### src/rtl/pata_pio_engine.sv
module pata_pio_engine #(
  parameter int CLK_PS   = 10000,
  parameter int DW       = 16,
  parameter int AW       = 4,
  parameter int CW       = 8,
  parameter int STAT_OFS = 7,
  parameter int ALT_OFS  = 14,
  parameter int WAIT_TOP = 4
) (
  input  logic          clk,
  input  logic          rst,
  input  logic          mode_set,
  input  logic [2:0]    mode_sel,
  input  logic          req_valid,
  output logic          req_ready,
  input  logic          req_wr,
  input  logic [AW-1:0] req_addr,
  input  logic [DW-1:0] req_wdata,
  output logic          done,
  output logic [DW-1:0] rdata,
  output logic          cs_n,
  output logic          dior_n,
  output logic          diow_n,
  output logic [AW-1:0] da,
  output logic [DW-1:0] dd_out,
  output logic          dd_oe,
  input  logic [DW-1:0] dd_in,
  input  logic          iordy
);

  localparam int TOP_MODE = 6;
  localparam int NM       = TOP_MODE + 1;
  localparam int NPLAN    = 2 * NM;
  localparam int PW       = 5 * CW;

  function automatic int ns_tab(input int q, input int m);
    int t [7];
    case (q)
      0:       t = '{70, 50, 30, 30, 25, 15, 10};
      1:       t = '{290, 290, 290, 80, 70, 65, 55};
      2:       t = '{20, 15, 10, 10, 10, 10, 10};
      3:       t = '{30, 20, 15, 10, 10, 10, 10};
      4:       t = '{30, 30, 30, 30, 30, 20, 20};
      5:       t = '{0, 0, 0, 70, 25, 25, 20};
      default: t = '{600, 383, 240, 180, 120, 100, 80};
    endcase
    return t[m];
  endfunction

  function automatic int to_clk(input int ps);
    int slack;
    if (ps <= 0) return 0;
    slack = ps * 2 / 100;
    if (4 * slack > CLK_PS) slack = CLK_PS / 4;
    return (ps + CLK_PS - 1 - slack) / CLK_PS;
  endfunction

  function automatic logic [PW-1:0] phase_plan(input int m, input int wr);
    int c [5];
    int tot;
    int need;
    int k;
    logic [PW-1:0] p;
    c[0] = to_clk(ns_tab(0, m) * 1000);
    if (c[0] < 1) c[0] = 1;
    c[1] = to_clk(ns_tab(1, m) * 1000);
    if (c[1] < 2) c[1] = 2;
    c[2] = to_clk(ns_tab(2, m) * 1000);
    if (c[2] < 1) c[2] = 1;
    c[3] = to_clk(ns_tab(wr != 0 ? 3 : 4, m) * 1000 - c[2] * CLK_PS);
    c[4] = to_clk(ns_tab(5, m) * 1000);
    tot  = c[0] + c[1] + c[2] + c[3] + c[4];
    need = to_clk(ns_tab(6, m) * 1000);
    k = 0;
    while (tot < need) begin
      if (c[k] != 0) begin
        c[k] = c[k] + 1;
        tot  = tot + 1;
      end
      k = (k == 4) ? 0 : k + 1;
    end
    for (int i = 0; i < 5; i++) p[i*CW +: CW] = CW'(c[i]);
    return p;
  endfunction

  logic [PW-1:0] plan_tbl [NPLAN];

  for (genvar w = 0; w < 2; w++) begin : g_dir
    for (genvar m = 0; m < NM; m++) begin : g_mode
      localparam logic [PW-1:0] PLAN = phase_plan(m, w);
      assign plan_tbl[w*NM + m] = PLAN;
    end
  end

  typedef enum logic [2:0] {S_IDLE, S_SU, S_STB, S_HO, S_TAIL, S_RC} phase_t;

  phase_t        state;
  logic [CW-1:0] cnt;
  logic [2:0]    mode_q, cyc_mode;
  logic          mode_ok;
  logic          cyc_wr;
  logic [AW-1:0] cyc_addr;
  logic [DW-1:0] cyc_wdata, rdata_q;
  logic          done_q;

  logic          idle, use_wr, stall, last, is_stat;
  logic [2:0]    use_mode, mode_clamped;
  logic [PW-1:0] pl;
  logic [CW-1:0] len_su, len_st, len_ho, len_tl, len_rc;
  logic [DW-1:0] rd_fixed;

  assign idle         = (state == S_IDLE);
  assign use_wr       = idle ? req_wr : cyc_wr;
  assign use_mode     = idle ? mode_q : cyc_mode;
  assign pl           = plan_tbl[(use_wr ? NM : 0) + int'(use_mode)];
  assign len_su       = pl[0*CW +: CW];
  assign len_st       = pl[1*CW +: CW];
  assign len_ho       = pl[2*CW +: CW];
  assign len_tl       = pl[3*CW +: CW];
  assign len_rc       = pl[4*CW +: CW];
  assign mode_clamped = (mode_sel > 3'(TOP_MODE)) ? 3'(TOP_MODE) : mode_sel;

  assign stall   = (state == S_STB) && (cnt == CW'(2)) && (cyc_mode <= 3'(WAIT_TOP)) && !iordy;
  assign last    = (cnt == CW'(1)) && !stall;
  assign is_stat = (cyc_addr == AW'(STAT_OFS)) || (cyc_addr == AW'(ALT_OFS));
  assign rd_fixed = (is_stat && dd_in[7:0] == 8'hF9) ? {dd_in[DW-1:8], 8'h7F} : dd_in;

  always_ff @(posedge clk) begin
    if (rst) begin
      mode_q  <= 3'd0;
      mode_ok <= 1'b0;
    end else if (mode_set && (!mode_ok || mode_clamped < mode_q)) begin
      mode_q  <= mode_clamped;
      mode_ok <= 1'b1;
    end
  end

  always_ff @(posedge clk) begin
    if (rst) begin
      state     <= S_IDLE;
      cnt       <= '0;
      cyc_mode  <= 3'd0;
      cyc_wr    <= 1'b0;
      cyc_addr  <= '0;
      cyc_wdata <= '0;
      rdata_q   <= '0;
      done_q    <= 1'b0;
    end else begin
      done_q <= 1'b0;
      if (state == S_STB && cnt == CW'(2) && !stall && !cyc_wr) rdata_q <= rd_fixed;
      case (state)
        S_IDLE:
          if (req_valid) begin
            state     <= S_SU;
            cnt       <= len_su;
            cyc_mode  <= mode_q;
            cyc_wr    <= req_wr;
            cyc_addr  <= req_addr;
            cyc_wdata <= req_wdata;
          end
        S_SU:
          if (last) begin state <= S_STB; cnt <= len_st; end
          else cnt <= cnt - 1'b1;
        S_STB:
          if (last) begin state <= S_HO; cnt <= len_ho; end
          else if (!stall) cnt <= cnt - 1'b1;
        S_HO:
          if (last) begin
            if (len_tl != '0) begin state <= S_TAIL; cnt <= len_tl; end
            else if (len_rc != '0) begin state <= S_RC; cnt <= len_rc; end
            else begin state <= S_IDLE; done_q <= 1'b1; end
          end else cnt <= cnt - 1'b1;
        S_TAIL:
          if (last) begin
            if (len_rc != '0) begin state <= S_RC; cnt <= len_rc; end
            else begin state <= S_IDLE; done_q <= 1'b1; end
          end else cnt <= cnt - 1'b1;
        S_RC:
          if (last) begin state <= S_IDLE; done_q <= 1'b1; end
          else cnt <= cnt - 1'b1;
        default: state <= S_IDLE;
      endcase
    end
  end

  assign req_ready = idle;
  assign done      = done_q;
  assign rdata     = rdata_q;
  assign cs_n      = !(state == S_SU || state == S_STB || state == S_HO);
  assign dior_n    = !(state == S_STB && !cyc_wr);
  assign diow_n    = !(state == S_STB && cyc_wr);
  assign da        = cyc_addr;
  assign dd_out    = cyc_wdata;
  assign dd_oe     = cyc_wr && (state == S_SU || state == S_STB || state == S_HO || state == S_TAIL);

  AST_SETUP_FIRST: assert property (@(posedge clk) disable iff (rst)
    ($fell(dior_n) || $fell(diow_n)) |-> $past(!cs_n));
  AST_HOLD_AFTER: assert property (@(posedge clk) disable iff (rst)
    $rose(cs_n) |-> $past(dior_n && diow_n));
  AST_WDATA_STABLE: assert property (@(posedge clk) disable iff (rst)
    (!diow_n && $past(!diow_n)) |-> $stable(dd_out));
  AST_DONE_PULSE: assert property (@(posedge clk) disable iff (rst)
    done |=> !done);
  AST_WAIT_HOLD: assert property (@(posedge clk) disable iff (rst)
    stall |=> (state == S_STB && cnt == CW'(2)));
  AST_FAST_NOWAIT: assert property (@(posedge clk) disable iff (rst)
    (state == S_STB && cnt == CW'(2) && cyc_mode > 3'(WAIT_TOP)) |=> (cnt == CW'(1)));
  AST_MODE_RANGE: assert property (@(posedge clk) disable iff (rst)
    mode_q <= 3'(TOP_MODE));
  AST_MODE_SLOWER: assert property (@(posedge clk) disable iff (rst)
    (mode_ok && $past(mode_ok)) |-> (mode_q <= $past(mode_q)));
  AST_ACCEPT_IDLE: assert property (@(posedge clk) disable iff (rst)
    (req_valid && req_ready) |=> (state == S_SU && !cs_n));

endmodule

### config.mk
export PLATFORM = sky130hd
export DESIGN_NAME = pata_pio_engine
export DESIGN_NICKNAME = d
export VERILOG_FILES = /design/src/rtl/pata_pio_engine.sv
export SDC_FILE = /design/constraint.sdc
export NUM_CORES = 1
export LEC_CHECK = 0
export BUFFER_PORTS_ARGS = -buffer_cell sky130_fd_sc_hd__buf_2
export CORE_MARGIN = 3
export CORE_UTILIZATION = 59
export DETAILED_ROUTE_END_ITERATION = 10
export HOLD_SLACK_MARGIN = 0.05
export PLACE_DENSITY = 0.93
export REMOVE_ABC_BUFFERS = 1
export SYNTH_ARGS = -nofsm -noshare
export SYNTH_HDL_FRONTEND = slang
export SYNTH_SLANG_ARGS = --single-unit
### constraint.sdc
create_clock -name clk -period 5.45 [get_ports clk]
set_clock_uncertainty 0.1 [all_clocks]
set_input_delay 0.545 -clock clk [delete_from_list [all_inputs] [get_ports clk]]
set_output_delay 0.545 -clock clk [all_outputs]
set_load 0.05 [all_outputs]
==> metrics.txt, run 1 <==
status=finished clean; Achievable Freq=0.225 GHz; EDFF count, synth=0; CP max FO=26; delay-heaviest family, CP=adder cells; Largest stage delay, worst path=0.88 ns; port bufs=86; critical path arrival=4.61 ns; Resize count post-CTS=0; GRT Resource Usage Total=26.6%; Fill cells=471; Layout Nets=593; Area after DPL=3990 um2; maxcap violations=0; min cycle time layout=4.45 ns; Crit. End Element=flip-flop; # rows=28; worst slew pin tran=0.907 ns; FF+latch count, synth=56; layout cells sized above 1=24.6%; Root Buffer=clkbuf_8; final instance area=4090 um2; Worst path depth=14; # hold bufs at CTS=0; clock sink total=56; final hold vios=0; CTS tree=yes; Lkg Pwr=1.70 nW; Post-CTS Setup Repair Bufs=0; vias per inst=6.02; core area=5990 um2; Clock Path Buffers=2; ys async rst share=0%; hold-critical path depth=3; largest net degree at the start of global routing=56; R2R cell count=14; Rel. slew slack=39.5%; vias in the first global route=3483; Die Y=84.9 um; wire length of the first global-routing pass=16000 um; Critical Path Slowest Stage Cell=dfxtp_1; overall routed net length=9870 um; # DRC=0; io pins=87; Setup TNS=0 ns; unrepaired setup endpoints after global routing=no; DRT iter0 DRCs=290; top_reg_cell synth=dfxtp_1; Slew Limit Fails=0; Die Span X=84.9 um; initial antenna violation count=0; CP bufs+invs=2; first-pass detailed-route iteration total=5; Worst-Skew Late Latency=0.32 ns; DP HPWL=7250 um; Worst Setup Start Kind=flip-flop; Ys Warns=0; Layout Cells excl Fill=608; Max VDD drop=0.000274 V; Min-Delay Path Class=input port to flip-flop; H-tree Lvls=2; crit-path cells=or3_1 > nand2_1 > nand2_1 > ha_1 > inv_1 > fa_1 > inv_1 > ha_1 > nor2_1 > nand2_1 > mux2_2 > a21boi_1 > and3_1 > o31a_1; post-synthesis sequential area ratio=30.5%; fin crit share=81.6%; Required @ worst endpoint=5.61 ns; ANT cells=0; Synth Instances=468; wire per inst=16.2 um; pwr dens=457 nW/um2; Synth Area per Inst=7.85 um2; count of cell types in the netlist=77; grt total ovfl=0; area grow syn2layout=11.3%; placed insts=600; gpl congestion=0.926; initial core utilization=61.4%; ANT nets after route=0; crit-path most repeated cell=nand2_1; Netlist Area Pre-Place=3680 um2; Vias=3661; Final Setup Violations=0; CTS clk-pin slew, worst paths=0.11 ns; CTS Buf Count=5; type of the worst setup path=flip-flop to flip-flop; die area=7210 um2
## worst reg2reg max path: stages, from the launching register on
cell and delay, ns:
dfxtp_1 0.88, or3_1 0.43, nand2_1 0.10, nand2_1 0.14
ha_1 0.26, inv_1 0.08, fa_1 0.73, inv_1 0.20
ha_1 0.36, nor2_1 0.18, nand2_1 0.08, mux2_2 0.35
a21boi_1 0.19, and3_1 0.18, o31a_1 0.13
## registers in the layout, summed over array words and instances, names as in the netlist
name,flops
dd_out,16
rdata,16
cnt,8
da,4
cyc_mode,3
mode_q,3
state,3
cyc_wr,1
done,1
mode_ok,1
## through the flow
stage | power [W] | hold slack [ns] | setup WS [ns] | util (%)
2_1_floorplan | 0.00134 | 0.326 | 1.51 | -
3_3_place_gp | 0.00159 | 0.335 | 1.29 | 66.7
3_5_place_dp | 0.00161 | 0.344 | 1.14 | 66.7
4_1_cts | 0.00185 | 0.342 | 1.11 | 68.3
5_1_grt | 0.00199 | 0.348 | 0.726 | 68.3
6_report | 0.00187 | 0.347 | 1.00 | 68.3
## path summary, 6_finish.rpt
kind                  from     endpoint  slack (ns)
max               state[2]       cnt[5]        1.00
min          req_wdata[12]   dd_out[12]        0.35
max reg2reg       state[2]       cnt[5]        1.00
min reg2reg      mode_q[1]  cyc_mode[1]        0.36
## cells in the final DEF, fill, tap and decap left out, drive strengths merged, types with 4 or more instances in the layout
| cell type | n |
|---|---|
| buf | 88 |
| nor3 | 9 |
| clkbuf | 5 |
| xor2 | 4 |
| nor3b | 4 |
| o211ai | 7 |
| o31ai | 5 |
| nor4 | 4 |
| dfxtp | 56 |
| and2 | 4 |
| o21ai | 25 |
| inv | 19 |
| nand3 | 9 |
| nand4 | 4 |
| a21oi | 60 |
| ha | 15 |
| nand2 | 107 |
| a211oi | 6 |
| a32oi | 4 |
| or3 | 4 |
| mux2i | 4 |
| nor2b | 4 |
| nor2 | 21 |
| nand3b | 4 |
## synth_stat cells (all sizes together) (5+ instances only)
cell type	count	share of area, %
nand3	9	1.2
nor3	9	1.5
inv	18	1.8
a211oi	6	1.7
o211ai	7	1.4
nor2	21	2.1
a21oi	60	9.3
o21ai	25	3.4
o31ai	5	1.0
ha	15	5.1
dfxtp	56	30
nand2	107	11
buf	17	4.1
clkbuf	14	2.0
## where the power goes
group | internal (W) | switching (W) | leakage (nW)
clock network | 0.0000948 | 0.000149 | 0.0463
registers | 0.000459 | 0.0000769 | 0.457
logic | 0.000368 | 0.000724 | 1.19
## routing by layer
layer | track usage, % | vias up | wire (um)
met5 | 0 | - | 0
met4 | 11.5 | 0 | 288
li1 | - | 1780 | -
met3 | 5.92 | 31 | 678
met2 | 43.1 | 152 | 4800
met1 | 34.3 | 1698 | 4100
## kinds of logic after synthesis
kind of cell               share of synthesized area [%]
and+or+nand+nor                                     25.9
AOI/OAI and AO/OA                                   26.2
DFF                                                 30.5
buffers and inverters                               7.86
adders and majority gates                           5.65
xor gates and xnor gates                            1.87
muxes                                               2.01
## cell type report
| type | count | area, um2 | share of cell area, % |
|---|---|---|---|
| clock buffer | 5 | 68.8 | 1.68 |
| clock inverter | 3 | 27.5 | 0.673 |
| inverter | 18 | 67.6 | 1.65 |
| multi-input combinational | 363 | 2270 | 55.4 |
| sequential | 56 | 1120 | 27.4 |
| tap | 75 | 93.8 | 2.29 |
| timing repair buffer | 88 | 445 | 10.9 |
(Power assumes the default switching activity.)
==> run 2: changes to the inputs <==
CORE_UTILIZATION = 54   (was 59)
PLACE_DENSITY = 0.86   (was 0.93)
clock period = 4.6 ns   (was 5.45 ns; I/O delays follow)
==> run 2 against run 1 <==
- sequential power grew 14%
- first-iteration DRC count up 42%
- die area is 8.6% higher
- core utilization shrank 4.4 points
- global-route usage decreased by 2.7 points
- via count barely moved
- cell area grew 0.80%
- sequential share of layout area fell by 0.22 points
- final cell count rose by 0.99%
- setup slack got worse by 0.51 ns
- clock power up 18%
- non-clock buffer count increased by 4
- largest cell class unchanged
==> metrics.txt, run 2 (synthesis gave the netlist of run 1 again) <==
overall routed net length=9750 um; Required @ worst endpoint=4.69 ns; GRT Resource Usage Total=24.0%; crit-path most repeated cell=nand2_1; vias per inst=5.97; clock sink total=56; Die Y=88.5 um; Rel. slew slack=35.6%; hold_ws=0.268 ns; Lkg Pwr=1.72 nW; worst setup margin=0.488 ns; area grow syn2layout=12.2%; Crit. End Element=flip-flop; Post-CTS Setup Repair Bufs=0; Achievable Freq=0.243 GHz; CP max FO=12; most frequent standard cell in the layout excluding fill and tap cells=nand2_1; status=finished clean; largest net degree at the start of global routing=44; Power, Total=0.00222 W; Critical Path Slowest Stage Cell=fa_1; DRT iter0 DRCs=413; pwr dens=539 nW/um2; Reg2Reg Launch Point=state[0]; # hold bufs at CTS=0; CTS tree=yes; Slew Limit Fails=0; wire per inst=15.9 um; vias in the first global route=3202; grt total ovfl=0; worst slew pin tran=0.965 ns; delay-heaviest family, CP=adder cells; first-pass detailed-route iteration total=5; Switching Share=50.3%; crit-path cells=or3_1 > inv_2 > nand2_1 > nand2_1 > ha_1 > inv_1 > fa_1 > inv_1 > ha_1 > nor2_1 > nand2_1 > mux2_2 > and4_1 > o21ai_0 > a21oi_1; Layout Nets=597; Largest stage delay, worst path=0.73 ns; final core occ=63.8%; H-tree Lvls=2; layout cells sized above 1=25.1%; Gate power share=59.5%; Clock Path Buffers=2; Worst setup startpoint=state[0]; io pins=87; Vias=3663; ANT cells=0; Worst Setup Start Kind=flip-flop; Root Buffer=clkbuf_8; Fill cells=552; P_sw=0.00112 W; DP HPWL=7230 um; Sequential Power Share=27.6%; initial antenna violation count=0; # rows=29; die area=7830 um2; final hold vios=0; Worst-Skew Late Latency=0.32 ns; Die Span X=88.5 um; CP bufs+invs=3; Min-Delay Path Class=input port to flip-flop; most frequent cells in the layout=nand2_1 (103), buf_2 (86), dfxtp_1 (56), a21oi_1 (49), o21ai_0 (22); Setup TNS=0 ns; CTS clk-pin slew, worst paths=0.11 ns; maxcap violations=0; # DRC=0; core area=6460 um2; Clk network pwr share=12.9%; Max VDD drop=0.000276 V; sequential standard cell area=1120 um2; min cycle time layout=4.11 ns; critical path arrival=4.21 ns; ANT nets after route=0; port bufs=86; gpl congestion=0.941; fin crit share=89.4%; wire length of the first global-routing pass=15200 um; Cell Int Power=0.00110 W; min-delay src=req_wdata[4]; Final Setup Violations=0; type of the worst setup path=flip-flop to flip-flop; pre-CTS WS=0.595 ns; CTS Buf Count=5; area of the multi-input gates=2270 um2; unrepaired setup endpoints after global routing=no; Resize count post-CTS=0; initial core utilization=56.9%
[run 2: changes by cell type in the layout (fill, tap and decap cells not counted), sizes merged]
| cell | before | now |
|---|---|---|
| buf | 88 | 92 |
[run 2: power groups by stage]
stage	Sequential (W)	Clock, W	Combinational [W]
after floorplan	0.000711	0	0.000876
after CTS	0.000610	0.000291	0.00130
after global routing	0.000618	0.000310	0.00145
after detailed placement	0.000621	0	0.00129
final	0.000612	0.000287	0.00132
after global placement	0.000616	0	0.00129
[run 2: layer usage]
metal	vias to the layer above	part of all wire, %	track usage, %
met5	-	0	0
met3	15	7.4	3.17
li1	1803	-	-
met1	1667	43	33.1
met2	178	49	40.1
met4	0	0.81	5.22
[run 2: metrics by stage]
stage	cells	instance area [um2]
3_5_place_dp	606	4030
4_1_cts	614	4120
6_report	614	4120
5_1_grt	614	4120
2_1_floorplan	437	3450
3_3_place_gp	606	4030
[run 2: final timing paths]
kind                    end  slack (ns)  cells after the start
setup / recovery   state[0]        0.49                     15
hold / removal    dd_out[4]        0.27                      3
setup reg to reg   state[0]        0.49                     15
hold reg to reg    rdata[9]        0.36                      2
[run 2: worst reg2reg max path, stage by stage, from the launching register on]
cell and delay [ns]:
dfxtp_1 0.32, or3_1 0.54, inv_2 0.17, nand2_1 0.07
nand2_1 0.13, ha_1 0.25, inv_1 0.07, fa_1 0.73
inv_1 0.20, ha_1 0.36, nor2_1 0.21, nand2_1 0.09
mux2_2 0.33, and4_1 0.18, o21ai_0 0.15, a21oi_1 0.09
[run 2: layout make-up]
class / count / share of cell area (%)
inverters: 18 / 1.64
well taps: 77 / 2.34
repair buffers: 92 / 11.5
multi-input cells: 363 / 55.0
clock buffers: 5 / 1.67
clock inverters: 3 / 0.668
flip-flops and latches: 56 / 27.2
==> run 3: changes to the inputs <==
CORE_UTILIZATION = 50   (was 54)
PLACE_DENSITY = 0.81   (was 0.86)
==> run 3 against run 2 <==
- clock power grew 2%
- maximum frequency rose by 0.93%
- final cell count is 3.1% higher
- setup slack gained 0.038 ns
- critical path depth unchanged
- combinational power hardly changed
- via count decreased by 0.68%
- sequential cell count unchanged
- clock-buffer cell count stayed put
- sequential share of layout area down 0.16 points
- largest power group unchanged
- worst hold slack worse by 0.0016 ns
==> metrics.txt, run 3 (synthesis gave the netlist of run 1 again) <==
most frequent cells in the layout=nand2_1 (103), buf_2 (86), dfxtp_1 (56), a21oi_1 (49), o21ai_0 (22); most frequent standard cell in the layout excluding fill and tap cells=nand2_1; Clock Path Buffers=2; gpl congestion=0.964; type of the worst setup path=flip-flop to flip-flop; CTS Buf Count=5; Setup TNS=0 ns; final hold vios=0; min cycle time layout=4.07 ns; final instance area=4150 um2; ANT nets after route=0; Area after DPL=4050 um2; GRT Resource Usage Total=23.7%; io pins=87; overall routed net length=10200 um; ANT cells=0; Crit. End Element=flip-flop; Die Span X=91.7 um; vias in the first global route=3505; CTS clk-pin slew, worst paths=0.11 ns; Final Setup Violations=0; CP max FO=12; Max VDD drop=0.000281 V; port bufs=86; initial core utilization=52.9%; status=finished clean; # DRC=0; pwr dens=542 nW/um2; Resize count post-CTS=0; layout cells sized above 1=25.1%; Lkg Pwr=1.72 nW; DP HPWL=7480 um; Worst Setup Start Kind=flip-flop; DRT iter0 DRCs=320; wire length of the first global-routing pass=16700 um; vias per inst=5.75; pre-CTS WS=0.599 ns; Post-CTS Setup Repair Bufs=0; Vias=3638; largest net degree at the start of global routing=29; maxcap violations=0; unrepaired setup endpoints after global routing=no; core area=6940 um2; Min-Delay Path Class=input port to flip-flop; initial antenna violation count=0; die area=8420 um2; first-pass detailed-route iteration total=5; Layout Nets=597; Slew Limit Fails=0; wire per inst=16.1 um; fin crit share=88.6%; worst setup margin=0.526 ns; worst slew pin tran=0.927 ns; # rows=30; critical path arrival=4.24 ns; Fill cells=649; # hold bufs at CTS=0; Die Y=91.7 um; area grow syn2layout=12.8%; Rel. slew slack=38.2%; grt total ovfl=0; CTS tree=yes; Worst-Skew Late Latency=0.32 ns; H-tree Lvls=2; Root Buffer=clkbuf_8; Required @ worst endpoint=4.77 ns; clock sink total=56; Achievable Freq=0.245 GHz; Power, Total=0.00225 W
-- run 3: final timing paths --
| kind | start | endpoint | slack (ns) | depth (start not counted) |
|---|---|---|---|---|
| hold reg to reg | rdata[8] | rdata[8] | 0.35 | 2 |
| hold / removal | req_wdata[12] | dd_out[12] | 0.27 | 3 |
| setup / recovery | state[0] | cnt[5] | 0.53 | 15 |
| setup reg to reg | state[0] | cnt[5] | 0.53 | 15 |
-- run 3: power by group --
group	leakage, nW	switching [W]	total [W]	internal, W
logic	1.21	0.000891	0.00134	0.000449
registers	0.457	0.0000675	0.000611	0.000544
clock network	0.0463	0.000182	0.000294	0.000112
-- run 3: worst max-delay path: stages (launching register included) --
cell and delay (ns):
dfxtp_1 0.33, or3_1 0.54, inv_2 0.16, nand2_1 0.06, nand2_1 0.12, ha_1 0.24
inv_1 0.07, fa_1 0.73, inv_1 0.19, ha_1 0.36, nor2_1 0.19, nand2_1 0.09
mux2_2 0.32, a21boi_1 0.18, and3_1 0.19, o31a_1 0.14
-- run 3: cell type report --
type	count	area, um2	share of cell area, %
inverter	18	67.6	1.63
timing repair buffer	92	475	11.5
clock inverter	3	27.5	0.664
clock buffer	5	68.8	1.66
tap	96	120	2.90
multi-input combinational	363	2270	54.6
sequential	56	1120	27.0
-- run 3: through the flow --
stage	std cells	hold slack, ns	util, %
6_report	633	0.266	59.7
5_1_grt	633	0.268	59.7
4_1_cts	633	0.265	59.7
3_5_place_dp	625	0.343	58.3
3_3_place_gp	625	0.336	58.3
2_1_floorplan	437	0.326	-
-- run 3: layer usage --
metal,track usage (%),vias up,routed length (um)
met5,0,-,0
met4,6.68,0,178
met3,5.41,22,672
met2,38.2,134,4890
met1,31.7,1694,4460
li1,-,1788,-
